`src/rtl/mem_refresh_pkg.sv`:
```
package mem_refresh_pkg;

  typedef struct packed {
    logic doLoad;
    logic doInc;
    logic driveRefresh;
  } refreshStrobes_t;

endpackage

```
`src/rtl/mem_refresh_ctrl.sv`:
```
module mem_refresh_ctrl
  import mem_refresh_pkg::*;
#(
  parameter int TSTATE_W = 3
) (
  input  logic                clk,
  input  logic                rstN,
  input  logic                fetchCycle,
  input  logic [TSTATE_W-1:0] tState,
  input  logic                loadStrobe,
  output refreshStrobes_t     strobes
);

  localparam logic [TSTATE_W-1:0] T3 = TSTATE_W'(3);
  localparam logic [TSTATE_W-1:0] T4 = TSTATE_W'(4);

  logic inRefreshWindow;
  logic lastFetchState;

  always_comb begin
    inRefreshWindow      = fetchCycle && (tState == T3 || tState == T4);
    lastFetchState       = fetchCycle && (tState == T4);
    strobes.doLoad       = loadStrobe;
    strobes.doInc        = lastFetchState && !loadStrobe;
    strobes.driveRefresh = inRefreshWindow;
  end

  AST_INC_NOT_WITH_LOAD: assert property (@(posedge clk) disable iff (!rstN)
    !(strobes.doInc && strobes.doLoad));

  AST_INC_IN_WINDOW: assert property (@(posedge clk) disable iff (!rstN)
    strobes.doInc |-> strobes.driveRefresh);

endmodule

```
`src/rtl/mem_refresh_dp.sv`:
```
module mem_refresh_dp
  import mem_refresh_pkg::*;
#(
  parameter int REG_W = 8
) (
  input  logic               clk,
  input  logic               rstN,
  input  refreshStrobes_t    strobes,
  input  logic [REG_W-1:0]   loadData,
  input  logic               readReq,
  input  logic [REG_W-1:0]   vectorReg,
  output logic [2*REG_W-1:0] refreshAddr,
  output logic [REG_W-1:0]   readData
);

  localparam int CNT_W = REG_W - 1;

  logic [REG_W-1:0] counterQ;
  logic [CNT_W-1:0] lowNext;

  always_comb lowNext = counterQ[CNT_W-1:0] + CNT_W'(1);

  always_ff @(posedge clk) begin
    if (!rstN) begin
      counterQ <= '0;
    end else if (strobes.doLoad) begin
      counterQ <= loadData;
    end else if (strobes.doInc) begin
      counterQ <= {counterQ[REG_W-1], lowNext};
    end
  end

  always_comb begin
    refreshAddr = strobes.driveRefresh ? {vectorReg, counterQ} : '0;
    readData    = readReq ? counterQ : '0;
  end

  AST_RESET_CLEAR: assert property (@(posedge clk) disable iff (!rstN)
    $rose(rstN) |-> counterQ == '0);

  AST_INC_STEP: assert property (@(posedge clk) disable iff (!rstN)
    (strobes.doInc && !strobes.doLoad) |=>
      counterQ[CNT_W-1:0] == CNT_W'($past(counterQ[CNT_W-1:0]) + 1));

  AST_TOP_BIT_HELD: assert property (@(posedge clk) disable iff (!rstN)
    (strobes.doInc && !strobes.doLoad) |=>
      counterQ[REG_W-1] == $past(counterQ[REG_W-1]));

  AST_LOAD_TAKES: assert property (@(posedge clk) disable iff (!rstN)
    strobes.doLoad |=> counterQ == $past(loadData));

  AST_IDLE_HOLD: assert property (@(posedge clk) disable iff (!rstN)
    (!strobes.doLoad && !strobes.doInc) |=> $stable(counterQ));

endmodule

```
`src/rtl/mem_refresh_counter.sv`:
```
module mem_refresh_counter
  import mem_refresh_pkg::*;
#(
  parameter int REG_W    = 8,
  parameter int TSTATE_W = 3
) (
  input  logic               clk,
  input  logic               rstN,
  input  logic               fetchCycle,
  input  logic [TSTATE_W-1:0] tState,
  input  logic               loadStrobe,
  input  logic [REG_W-1:0]   loadData,
  input  logic               readReq,
  input  logic [REG_W-1:0]   vectorReg,
  output logic [2*REG_W-1:0] refreshAddr,
  output logic               refreshStrobeN,
  output logic [REG_W-1:0]   readData
);

  refreshStrobes_t strobes;

  mem_refresh_ctrl #(.TSTATE_W(TSTATE_W)) u_ctrl (
    .clk        (clk),
    .rstN       (rstN),
    .fetchCycle (fetchCycle),
    .tState     (tState),
    .loadStrobe (loadStrobe),
    .strobes    (strobes)
  );

  mem_refresh_dp #(.REG_W(REG_W)) u_dp (
    .clk         (clk),
    .rstN        (rstN),
    .strobes     (strobes),
    .loadData    (loadData),
    .readReq     (readReq),
    .vectorReg   (vectorReg),
    .refreshAddr (refreshAddr),
    .readData    (readData)
  );

  always_comb refreshStrobeN = !strobes.driveRefresh;

  AST_ADDR_QUIET: assert property (@(posedge clk) disable iff (!rstN)
    refreshStrobeN |-> refreshAddr == '0);

  AST_ADDR_HIGH_VECTOR: assert property (@(posedge clk) disable iff (!rstN)
    !refreshStrobeN |-> refreshAddr[2*REG_W-1:REG_W] == vectorReg);

  AST_STROBE_ONLY_FETCH: assert property (@(posedge clk) disable iff (!rstN)
    !refreshStrobeN |-> fetchCycle);

  AST_READ_QUIET: assert property (@(posedge clk) disable iff (!rstN)
    !readReq |-> readData == '0);

endmodule

```
`config.mk`:
```
export PLATFORM = sky130hd
export DESIGN_NAME = mem_refresh_counter
export DESIGN_NICKNAME = d
export VERILOG_FILES = /design/src/rtl/mem_refresh_pkg.sv /design/src/rtl/mem_refresh_ctrl.sv /design/src/rtl/mem_refresh_dp.sv /design/src/rtl/mem_refresh_counter.sv
export SDC_FILE = /design/constraint.sdc
export NUM_CORES = 1
export LEC_CHECK = 0
export BUFFER_PORTS_ARGS = -buffer_cell sky130_fd_sc_hd__buf_2
export CAP_MARGIN = 25
export CORE_MARGIN = 3
export CORE_UTILIZATION = 38
export DETAILED_ROUTE_END_ITERATION = 8
export PLACE_DENSITY = 0.81
export SLEW_MARGIN = 20
export SYNTH_ARGS = -nofsm -noshare
export SYNTH_HDL_FRONTEND = slang
export SYNTH_SLANG_ARGS = --single-unit
```
`constraint.sdc`:
```
create_clock -name clk -period 1.7 [get_ports clk]
set_input_delay 0.17 -clock clk [delete_from_list [all_inputs] [get_ports clk]]
set_output_delay 0.17 -clock clk [all_outputs]
set_load 0.02 [all_outputs]
```
# Yosys cells after proc, flatten, opt, wreduce, memory -nomap -nowiden
# Index checks and enable logic that the tools add are counted.
[totals]
regBits = 8
[classes]
muxes = 4
reduce_logical = 7
eq_ne = 2
addsub = 1
[ops]
columns = ["operator", "count"]
rows = [
  ["two-way mux 16 bit", 1],
  ["two-way mux 8 bit", 2],
  ["adder 7 x 1 -> 7 bit (second input constant)", 1],
  ["two-way mux 7 bit", 1],
  ["== test 3 x 2 -> 1 bit (second input constant)", 1],
  ["== test 3 bit (second input constant)", 1],
  ["logical AND 1 bit", 3],
  ["logical NOT 1 bit", 2],
  ["nonzero test 2 bit", 1],
  ["logical OR 1 bit", 1],
]

# Logic depth before layout (Yosys ltp)
# Gate-level depths: netlist of run 1.
[logic_depth]
ltp_word = 5
depth_mapped = 4

# Cells and area by module
# From an unflattened synthesis of run 1, not the netlist that was laid out.
[unflattened]
cells_unflattened = 75
hier_area_um2 = 584.3
[by_module_without_submodules]
columns = ["module", "cells_each", "area_each_um2", "instances", "seq_area_each_um2"]
rows = [
  ["mem_refresh_dp", 68, 538.0, 1, 160.2],
  ["mem_refresh_ctrl", 6, 42.5, 1, 0.0],
  ["mem_refresh_counter", 1, 3.8, 1, 0.0],
]

# Worst setup path after synthesis of run 1
# No wires, ideal clock.
[synth_timing]
path_type = "in2out"
startpoint = "input port tState[0]"
endpoint = "output port refreshAddr[10]"
arrival_ns = 1.180
stages = 4
slack_ns = 0.350
path_cell_list = "or3b_1 -> a21boi_2 -> clkbuf_2 -> and2_1"
[synth_between]
elab_chain_cells = 4
[synth_lines]
columns = ["item", "line_no", "text"]
rows = [
  ["start: declaration", "mem_refresh_counter.sv:10", "input logic [TSTATE_W-1:0] tState,"],
  ["== test 3 x 2 -> 1 bit or == test 3 bit (tied branches)", "mem_refresh_ctrl.sv:21", "inRefreshWindow = fetchCycle && (tState == T3 || tState == T4);"],
  ["logical OR 1 bit *", "mem_refresh_ctrl.sv:21", ""],
  ["logical AND 1 bit *", "mem_refresh_ctrl.sv:21", ""],
  ["two-way mux 16 bit *", "mem_refresh_dp.sv:34", "refreshAddr = strobes.driveRefresh ? {vectorReg, counterQ} : '0;"],
  ["end: declaration", "mem_refresh_counter.sv:15", "output logic [2*REG_W-1:0] refreshAddr,"],
]
# Every way passes the cells marked *; elsewhere a longest branch is shown, timed or not.

# Final worst setup path of run 1
[layout_timing]
startpoint = "input port tState[0]"
endpoint = "output port refreshAddr[8]"
# Same word-level chain as after synthesis.

==> impl_metrics.json, run 1 <==
{
  "seqPwrFrac": 0.428,
  "p_sw_mw": 0.158,
  "synthTopCellsByArea": "dfxtp_1 26%, and2_1 24%, o21ai_0 6.4%",
  "p_per_area_nw_per_um2": 559,
  "synth_edf_count": 0,
  "track_usage": 0.178,
  "antenna_found_initial": 0,
  "postRouteAntennaNets": 0,
  "wl_per_cell_um": 13.0,
  "p_clk_frac": 0.298,
  "ir_drop_v": 0.000329,
  "rows": 14,
  "cts-htree-levels": 1,
  "coreArea_sq_um": 1520,
  "drcViolationCount": 0,
  "avgSynthCellArea_sq_um": 7.92,
  "leakage_nw": 0.462,
  "synth-seq-area-share": 0.256,
  "dieHeight_um": 46.6,
  "post-cts-setup-buffer-count": 0,
  "path_class": "in -> out",
  "reg.largest.list": "u_dp.counterQ: 8 flops",
  "synth-seq-cells": 8,
  "r2r_end": "u_dp.counterQ[4]",
  "overflow": 0,
  "start_util": 0.411,
  "crit_path_start_kind": "primary input",
  "hold_depth": 3,
  "ios": 49,
  "finalSetupTns_ns": 0,
  "die_x_um": 46.6,
  "place_area_sq_um": 880,
  "place_inst": 142,
  "vias_per_cell": 5.43,
  "die_area_sq_um": 2170,
  "pre_cts_slack_ns": 0.177,
  "fillCellCount": 140,
  "p_total_mw": 0.504,
  "multi_input_area_sq_um": 437,
  "clkTransAtPathRegs_ns": 0.06,
  "wl_mm": 1.89,
  "cp_slowest_cell": "or3b_1",
  "worstRegToRegCells": 4,
  "required_ns": 1.53,
  "synth.distinct_cells": 32,
  "stdcell_area_sq_um": 902,
  "port_buffers": 48,
  "drv_slew": 0,
  "setup_viol": 0,
  "syn_inst": 79,
  "synthFlopType": "dfxtp_1",
  "largest_register_ffs": 8,
  "worstHoldEndpoint": "u_dp.counterQ[7]",
  "fin_nets": 156,
  "clk_path_buf_depth": 2,
  "rsz0062_at_grt": "false",
  "clock_sinks": 8,
  "p_int_mw": 0.346,
  "crit_arrival_ns": 1.28,
  "finalClockSkew_ns": 0.00425,
  "cts_buffers": 3,
  "cts-resized-gates": 0,
  "seq_area_sq_um": 160,
  "finalWeightedCongestion": 0.813,
  "yosys_warnings": 0,
  "worstHoldPathType": "in -> reg",
  "status": "completed",
  "drive_gt1_frac": 0.450,
  "end_kind": "primary output",
  "syn_to_final_growth_pct": 44.2,
  "grt_pass1_wl_mm": 2.83,
  "combPwrFrac": 0.274,
  "max_stage_delay_ns": 0.38,
  "vias": 788,
  "max_flop_register": "u_dp.counterQ",
  "path_cells": "buf_2 > or3b_1 > a21boi_2 > buf_4 > and2_1 > buf_2",
  "final_cell_mix": "48 x buf_2, 24 x and2_1, 8 x o21ai_0, 8 x dfxtp_1, 4 x a31oi_1",
  "grt_pass1_vias": 721,
  "fin_ws_ns": 0.250,
  "cpMostUsedCell": "buf_2",
  "ff2ff_setup_slack_ns": 0.26,
  "clock.fmax_mhz": 690,
  "p_sw_frac": 0.313,
  "cp.buffers_inverters": 3,
  "dp_hpwl_mm": 1.55,
  "cts_hold_buf": 0,
  "crit_family": "simple AND/OR/NAND/NOR gates",
  "cp_max_fo": 17,
  "syn_area_sq_um": 626,
  "clk_latency_ns": 0.26,
  "first_pass_iters": 4,
  "grt_max_degree": 18,
  "yosysTopAreaCellShare": 0.256,
  "max_cap_viol_count": 0,
  "synth_top_cell_by_area": "dfxtp_1",
  "cts_tree": "done",
  "async_flop_share": 0,
  "reg2reg_from": "u_dp.counterQ[1]",
  "fin_crit_ns": 1.45,
  "worstMarginPinSlew_ns": 0.375,
  "detailedRoute.firstIterationViolations": 22,
  "root_buffer": "clkbuf_4",
  "relSlewSlack": 0.749,
  "period_share": 0.853,
  "syn_nets": 104,
  "min_from": "loadData[7]",
  "stdcell_count": 145,
  "diodes": 0,
  "fin_util": 0.592,
  "layout_commonest_cell": "buf_2",
  "whs_ns": 0.174,
  "finalHoldViolCount": 0
}
-- final cells by class --
class,count,share of cell area
clock buffer,3,0.0250
sequential,8,0.178
timing repair buffer,50,0.283
inverter,2,0.00832
tap,16,0.0222
multi-input combinational,66,0.484
-- how the worst max path moves through the flow --
stage,startpoint,endpoint,depth (start not counted)
after floorplan,tState[0],refreshAddr[10],4
after CTS,tState[0],refreshAddr[8],6
after detailed placement,tState[1],u_dp.counterQ[5],4
after global placement,tState[0],refreshAddr[8],6
final,tState[0],refreshAddr[8],6
after global routing,u_dp.counterQ[1],u_dp.counterQ[4],4
-- per-layer routing --
metal,GRT usage,routed length (um),vias to the layer above
li1,-,-,384
met1,0.190,719,344
met2,0.349,916,58
met3,0.0234,235,2
met4,0.0568,20,0
met5,0,0,-
-- power by group through the flow --
stage / clock network, mW / logic (mW) / registers [mW]
floorplan: 0 / 0.0794 / 0.216
detailed placement: 0 / 0.139 / 0.220
global placement: 0 / 0.135 / 0.219
finish: 0.150 / 0.138 / 0.216
global route: 0.154 / 0.152 / 0.218
CTS: 0.153 / 0.140 / 0.216
-- cells by family after synthesis --
group,Yosys count,share of synthesized area
AO/OA/AOI/OAI,20,0.210
AND/OR/NAND/NOR,43,0.438
XOR/XNOR,1,0.0140
flip-flops,8,0.256
adder cells (fa/ha/maj),1,0.0200
buffers and inverters,5,0.0460
multiplexers,1,0.0160
-- tightest hold or removal path: stages --
cell and delay (ns):
buf_2 0.08, mux2i_1 0.06, nor2b_1 0.09
-- cells in the mapped netlist (2+ instances only) --
master / instances
dfxtp_1: 8
nand3_1: 3
and2_1: 24
inv_1: 2
o21ai_0: 8
nor3_1: 2
a31oi_1: 4
or3_2: 2
nand2_1: 3
Power figures use the tool's default switching activity.
==> inputs of run 2 (changes only) <==
--- a/config.mk
+++ b/config.mk
@@ -5,7 +5,7 @@
 export SDC_FILE = /design/constraint.sdc
 export NUM_CORES = 1
 export LEC_CHECK = 0
-export BUFFER_PORTS_ARGS = -buffer_cell sky130_fd_sc_hd__buf_2
+export BUFFER_PORTS_ARGS = -buffer_cell sky130_fd_sc_hd__clkbuf_2
 export CAP_MARGIN = 25
 export CORE_MARGIN = 3
 export CORE_UTILIZATION = 38
==> run 2 against run 1 <==
Effect of this change:
- worst setup slack got worse by 0.015 ns
- critical path depth stayed put
- sequential cell count did not move
- wire length is 4.1% lower
- sequential share of layout area stayed put
- via count fell by 4.6%
- fmax decreased by 1.0%
- utilization did not move
- global-route usage is 0.91 points higher
- total power grew 0.25%
- clock power about the same
==> impl_metrics.json, run 2 (synthesized netlist as in run 1, its figures left out) <==
{
  "detailedRoute.firstIterationViolations": 8,
  "finalClockSkew_ns": 0.00393,
  "cts_hold_buf": 0,
  "max_stage_delay_ns": 0.39,
  "grt_pass1_wl_mm": 2.76,
  "clk_path_buf_depth": 2,
  "wl_per_cell_um": 12.5,
  "status": "completed",
  "clock_sinks": 8,
  "crit_arrival_ns": 1.29,
  "cp_max_fo": 17,
  "coreArea_sq_um": 1520,
  "ff2ff_setup_slack_ns": 0.26,
  "max_cap_viol_count": 0,
  "path_cells": "clkbuf_2 > or3b_1 > a21boi_2 > buf_4 > and2_1 > clkbuf_2",
  "largest_register_ffs": 8,
  "final_cell_mix": "48 x clkbuf_2, 24 x and2_1, 8 x o21ai_0, 8 x dfxtp_1, 4 x a31oi_1",
  "crit_path_start_kind": "primary input",
  "crit_family": "simple AND/OR/NAND/NOR gates",
  "fin_ws_ns": 0.235,
  "diodes": 0,
  "port_buffers": 48,
  "drive_gt1_frac": 0.450,
  "cp.buffers_inverters": 3,
  "path_depth": 6,
  "drcViolationCount": 0,
  "path_class": "in -> out",
  "required_ns": 1.53,
  "p_sw_frac": 0.316,
  "p_sw_mw": 0.160,
  "fin_nets": 156,
  "rows": 14,
  "cts_tree": "done",
  "cts_buffers": 3,
  "combPwrFrac": 0.272,
  "relSlewSlack": 0.764,
  "start_util": 0.411,
  "grt_max_degree": 18,
  "leakage_nw": 0.449,
  "clk_latency_ns": 0.26,
  "dieHeight_um": 46.6,
  "clkTransAtPathRegs_ns": 0.05,
  "crit_path_start": "tState[0]",
  "fillCellCount": 156,
  "ios": 49,
  "cp-endpoint": "refreshAddr[12]",
  "worstHoldPathType": "in -> reg",
  "ir_drop_v": 0.000537,
  "p_per_area_nw_per_um2": 560,
  "p_clk_frac": 0.300,
  "pre_cts_slack_ns": 0.217,
  "clock.fmax_mhz": 683,
  "p_int_mw": 0.346,
  "track_usage": 0.187,
  "cts-resized-gates": 0,
  "worstMarginPinSlew_ns": 0.353,
  "cts-htree-levels": 1,
  "antenna_found_initial": 0,
  "syn_to_final_growth_pct": 44.2,
  "vias": 752,
  "grt_pass1_vias": 652,
  "root_buffer": "clkbuf_4",
  "rsz0062_at_grt": "false",
  "cp_slowest_cell": "or3b_1",
  "postRouteAntennaNets": 0,
  "post-cts-setup-buffer-count": 0,
  "p_total_mw": 0.506,
  "fin_crit_ns": 1.46,
  "max_flop_register": "u_dp.counterQ",
  "worstRegToRegCells": 4,
  "vias_per_cell": 5.19,
  "finalWeightedCongestion": 0.765,
  "seqPwrFrac": 0.427,
  "reg2reg_from": "u_dp.counterQ[1]",
  "setup_viol": 0,
  "die_x_um": 46.6,
  "r2r_end": "u_dp.counterQ[4]",
  "finalHoldViolCount": 0,
  "first_pass_iters": 4,
  "cpMostUsedCell": "clkbuf_2",
  "drv_slew": 0,
  "period_share": 0.862,
  "finalSetupTns_ns": 0,
  "die_area_sq_um": 2170,
  "wl_mm": 1.81,
  "end_kind": "primary output",
  "overflow": 0,
  "reg.largest.list": "u_dp.counterQ: 8 flops",
  "layout_commonest_cell": "clkbuf_2"
}
## run 2: changes by cell type in the layout (fill, tap and decap cells not counted)
cell / delta
buf_2: -48
clkbuf_2: +48
## run 2: how the worst min path moves through the flow
| stage | cells past startpoint | from | endpoint | slack (ns) |
|---|---|---|---|---|
| after floorplan | 1 | rstN | u_dp.counterQ[7] | 0.30 |
| after global placement | 3 | loadData[7] | u_dp.counterQ[7] | 0.43 |
| after detailed placement | 2 | loadData[2] | u_dp.counterQ[2] | 0.45 |
| after CTS | 2 | loadData[2] | u_dp.counterQ[2] | 0.18 |
| after global routing | 2 | loadData[2] | u_dp.counterQ[2] | 0.18 |
| final | 3 | loadData[7] | u_dp.counterQ[7] | 0.18 |
## run 2: tightest hold or removal path: stages
cell	delay, ns
clkbuf_2	0.08
mux2i_1	0.05
nor2b_1	0.10
## run 2: routing by layer
layer  wire length, um  global-route usage  up-vias
li1                  -                   -      382
met1               696               0.194      321
met2               862               0.330       44
met3               226              0.0625        5
met4                27              0.0966        0
met5                 0                   0        -
## run 2: layout make-up
type / instances / area, sq um / area share
clock buffers: 3 / 22.5 / 0.0250
inverters: 2 / 7.51 / 0.00832
multi-input cells: 66 / 437 / 0.484
flip-flops and latches: 8 / 160 / 0.178
well taps: 16 / 20.0 / 0.0222
repair buffers: 50 / 255 / 0.283
## run 2: per-stage QoR
step / utilization / instances / cell area [sq um] / hold WS (ns)
floorplan: - / 79 / 626 / 0.298
global placement: 0.577 / 142 / 880 / 0.433
detailed placement: 0.577 / 142 / 880 / 0.452
CTS: 0.592 / 145 / 902 / 0.179
global route: 0.592 / 145 / 902 / 0.182
finish: 0.592 / 145 / 902 / 0.176
## run 2: power groups by stage
stage / Clock (mW) / Combinational [mW] / Sequential (mW)
2_1_floorplan: 0 / 0.0794 / 0.216
3_3_place_gp: 0 / 0.136 / 0.218
3_5_place_dp: 0 / 0.139 / 0.220
4_1_cts: 0.159 / 0.139 / 0.215
5_1_grt: 0.170 / 0.154 / 0.218
6_report: 0.152 / 0.138 / 0.216
==> inputs of run 3 (changes only) <==
--- a/config.mk
+++ b/config.mk
@@ -7,6 +7,7 @@
 export LEC_CHECK = 0
 export BUFFER_PORTS_ARGS = -buffer_cell sky130_fd_sc_hd__clkbuf_2
 export CAP_MARGIN = 25
+export CORE_ASPECT_RATIO = 1.1
 export CORE_MARGIN = 3
 export CORE_UTILIZATION = 38
 export DETAILED_ROUTE_END_ITERATION = 8
==> run 3 against run 2 <==
Effect of this change:
- sequential share of layout area unchanged
- via count is 2.8% higher
- global-route usage fell by 1.4 points
- die area about the same
- clock skew up 0.012 ns
- largest cell class unchanged
- highest routed layer unchanged
==> impl_metrics.json, run 3 (synthesized netlist as in run 1, its figures left out) <==
{
  "max_flop_register": "u_dp.counterQ",
  "cts-resized-gates": 0,
  "ir_drop_v": 0.000329,
  "cp_max_fo": 6,
  "hold_depth": 3,
  "first_pass_iters": 4,
  "fin_crit_ns": 1.47,
  "finalWeightedCongestion": 0.771,
  "stdcell_count": 145,
  "antenna_found_initial": 0,
  "clk_latency_ns": 0.28,
  "relSlewSlack": 0.780,
  "finalHoldViolCount": 0,
  "worstHoldEndpoint": "u_dp.counterQ[0]",
  "max_cap_viol_count": 0,
  "ff2ff_setup_slack_ns": 0.23,
  "dp_hpwl_mm": 1.49,
  "clk_path_buf_depth": 2,
  "status": "completed",
  "p_per_area_nw_per_um2": 574,
  "drcViolationCount": 0,
  "diodes": 0,
  "die_area_sq_um": 2170,
  "p_total_mw": 0.518,
  "clock.fmax_mhz": 678,
  "detailedRoute.firstIterationViolations": 13,
  "clkTransAtPathRegs_ns": 0.07,
  "required_ns": 1.91,
  "drv_slew": 0,
  "fin_nets": 156,
  "leakage_nw": 0.448,
  "whs_ns": 0.163,
  "crit_path_start_kind": "flop",
  "cts_hold_buf": 0,
  "root_buffer": "clkbuf_4",
  "reg2reg_from": "u_dp.counterQ[1]",
  "wl_per_cell_um": 12.9,
  "grt_max_degree": 18,
  "setup_viol": 0,
  "layout_commonest_cell": "clkbuf_2",
  "vias_per_cell": 5.33,
  "finalSetupTns_ns": 0,
  "postRouteAntennaNets": 0,
  "grt_pass1_vias": 703,
  "dieHeight_um": 48.6,
  "port_buffers": 48,
  "r2r_end": "u_dp.counterQ[4]",
  "die_x_um": 44.7,
  "rows": 14,
  "period_share": 0.867,
  "end_kind": "flop",
  "finalClockSkew_ns": 0.0158,
  "place_inst": 142,
  "overflow": 0,
  "start_util": 0.430,
  "path_class": "reg -> reg",
  "cts_tree": "done",
  "fillCellCount": 149,
  "track_usage": 0.174,
  "coreArea_sq_um": 1450,
  "worstRegToRegCells": 4,
  "ios": 49,
  "largest_register_ffs": 8,
  "wl_mm": 1.86,
  "worstMarginPinSlew_ns": 0.329,
  "rsz0062_at_grt": "false",
  "cts-htree-levels": 1,
  "final_cell_mix": "48 x clkbuf_2, 24 x and2_1, 8 x o21ai_0, 8 x dfxtp_1, 4 x a31oi_1",
  "multi_input_area_sq_um": 437,
  "worstHoldPathType": "in -> reg",
  "cts_buffers": 3,
  "seq_area_sq_um": 160,
  "crit_arrival_ns": 1.69,
  "syn_to_final_growth_pct": 44.2,
  "min_from": "loadData[0]",
  "post-cts-setup-buffer-count": 0,
  "clock_sinks": 8,
  "vias": 773,
  "drive_gt1_frac": 0.450,
  "reg.largest.list": "u_dp.counterQ: 8 flops",
  "grt_pass1_wl_mm": 2.89
}
[run 3: metrics by stage]
step	setup WS, ns	cell area [sq um]	util
global route	0.118	902	0.620
global placement	0.285	880	0.605
detailed placement	0.247	880	0.605
CTS	0.241	902	0.620
floorplan	0.350	626	-
finish	0.226	902	0.620
[run 3: routing by layer]
metal | vias to the layer above | wire [um] | global-route usage
met5 | - | 0 | 0
met4 | 0 | 32 | 0.0754
met3 | 3 | 203 | 0.0259
met2 | 40 | 960 | 0.323
met1 | 345 | 667 | 0.181
li1 | 385 | - | -
[run 3: cell type report]
class	instances	share of cell area
Multi-Input combinational cell	66	0.484
Timing Repair Buffer	50	0.283
Sequential cell	8	0.178
Tap cell	16	0.0222
Inverter	2	0.00832
Clock buffer	3	0.0250
[run 3: worst max-delay path, cell delays in order (launching register included)]
cell and delay, ns:
dfxtp_1 0.43, ha_1 0.29, nand3_1 0.11, or3_2 0.41, a31oi_1 0.16
[run 3: power by group]
part           total (mW)  switching [mW]  internal (mW)  leakage [nW]
combinational       0.134          0.0716         0.0626         0.368
sequential          0.217          0.0166          0.200        0.0664
clock               0.166          0.0845         0.0818        0.0138
total               0.518           0.173          0.345         0.448
[run 3: worst max-delay path by stage]
stage / to / from / slack (ns) / cells after the start
2_1_floorplan: refreshAddr[10] / tState[0] / 0.35 / 4
3_5_place_dp: refreshAddr[6] / tState[0] / 0.25 / 6
6_report: u_dp.counterQ[4] / u_dp.counterQ[1] / 0.23 / 4
5_1_grt: u_dp.counterQ[4] / u_dp.counterQ[0] / 0.12 / 4
3_3_place_gp: refreshAddr[6] / tState[0] / 0.29 / 6
4_1_cts: u_dp.counterQ[4] / u_dp.counterQ[1] / 0.24 / 4
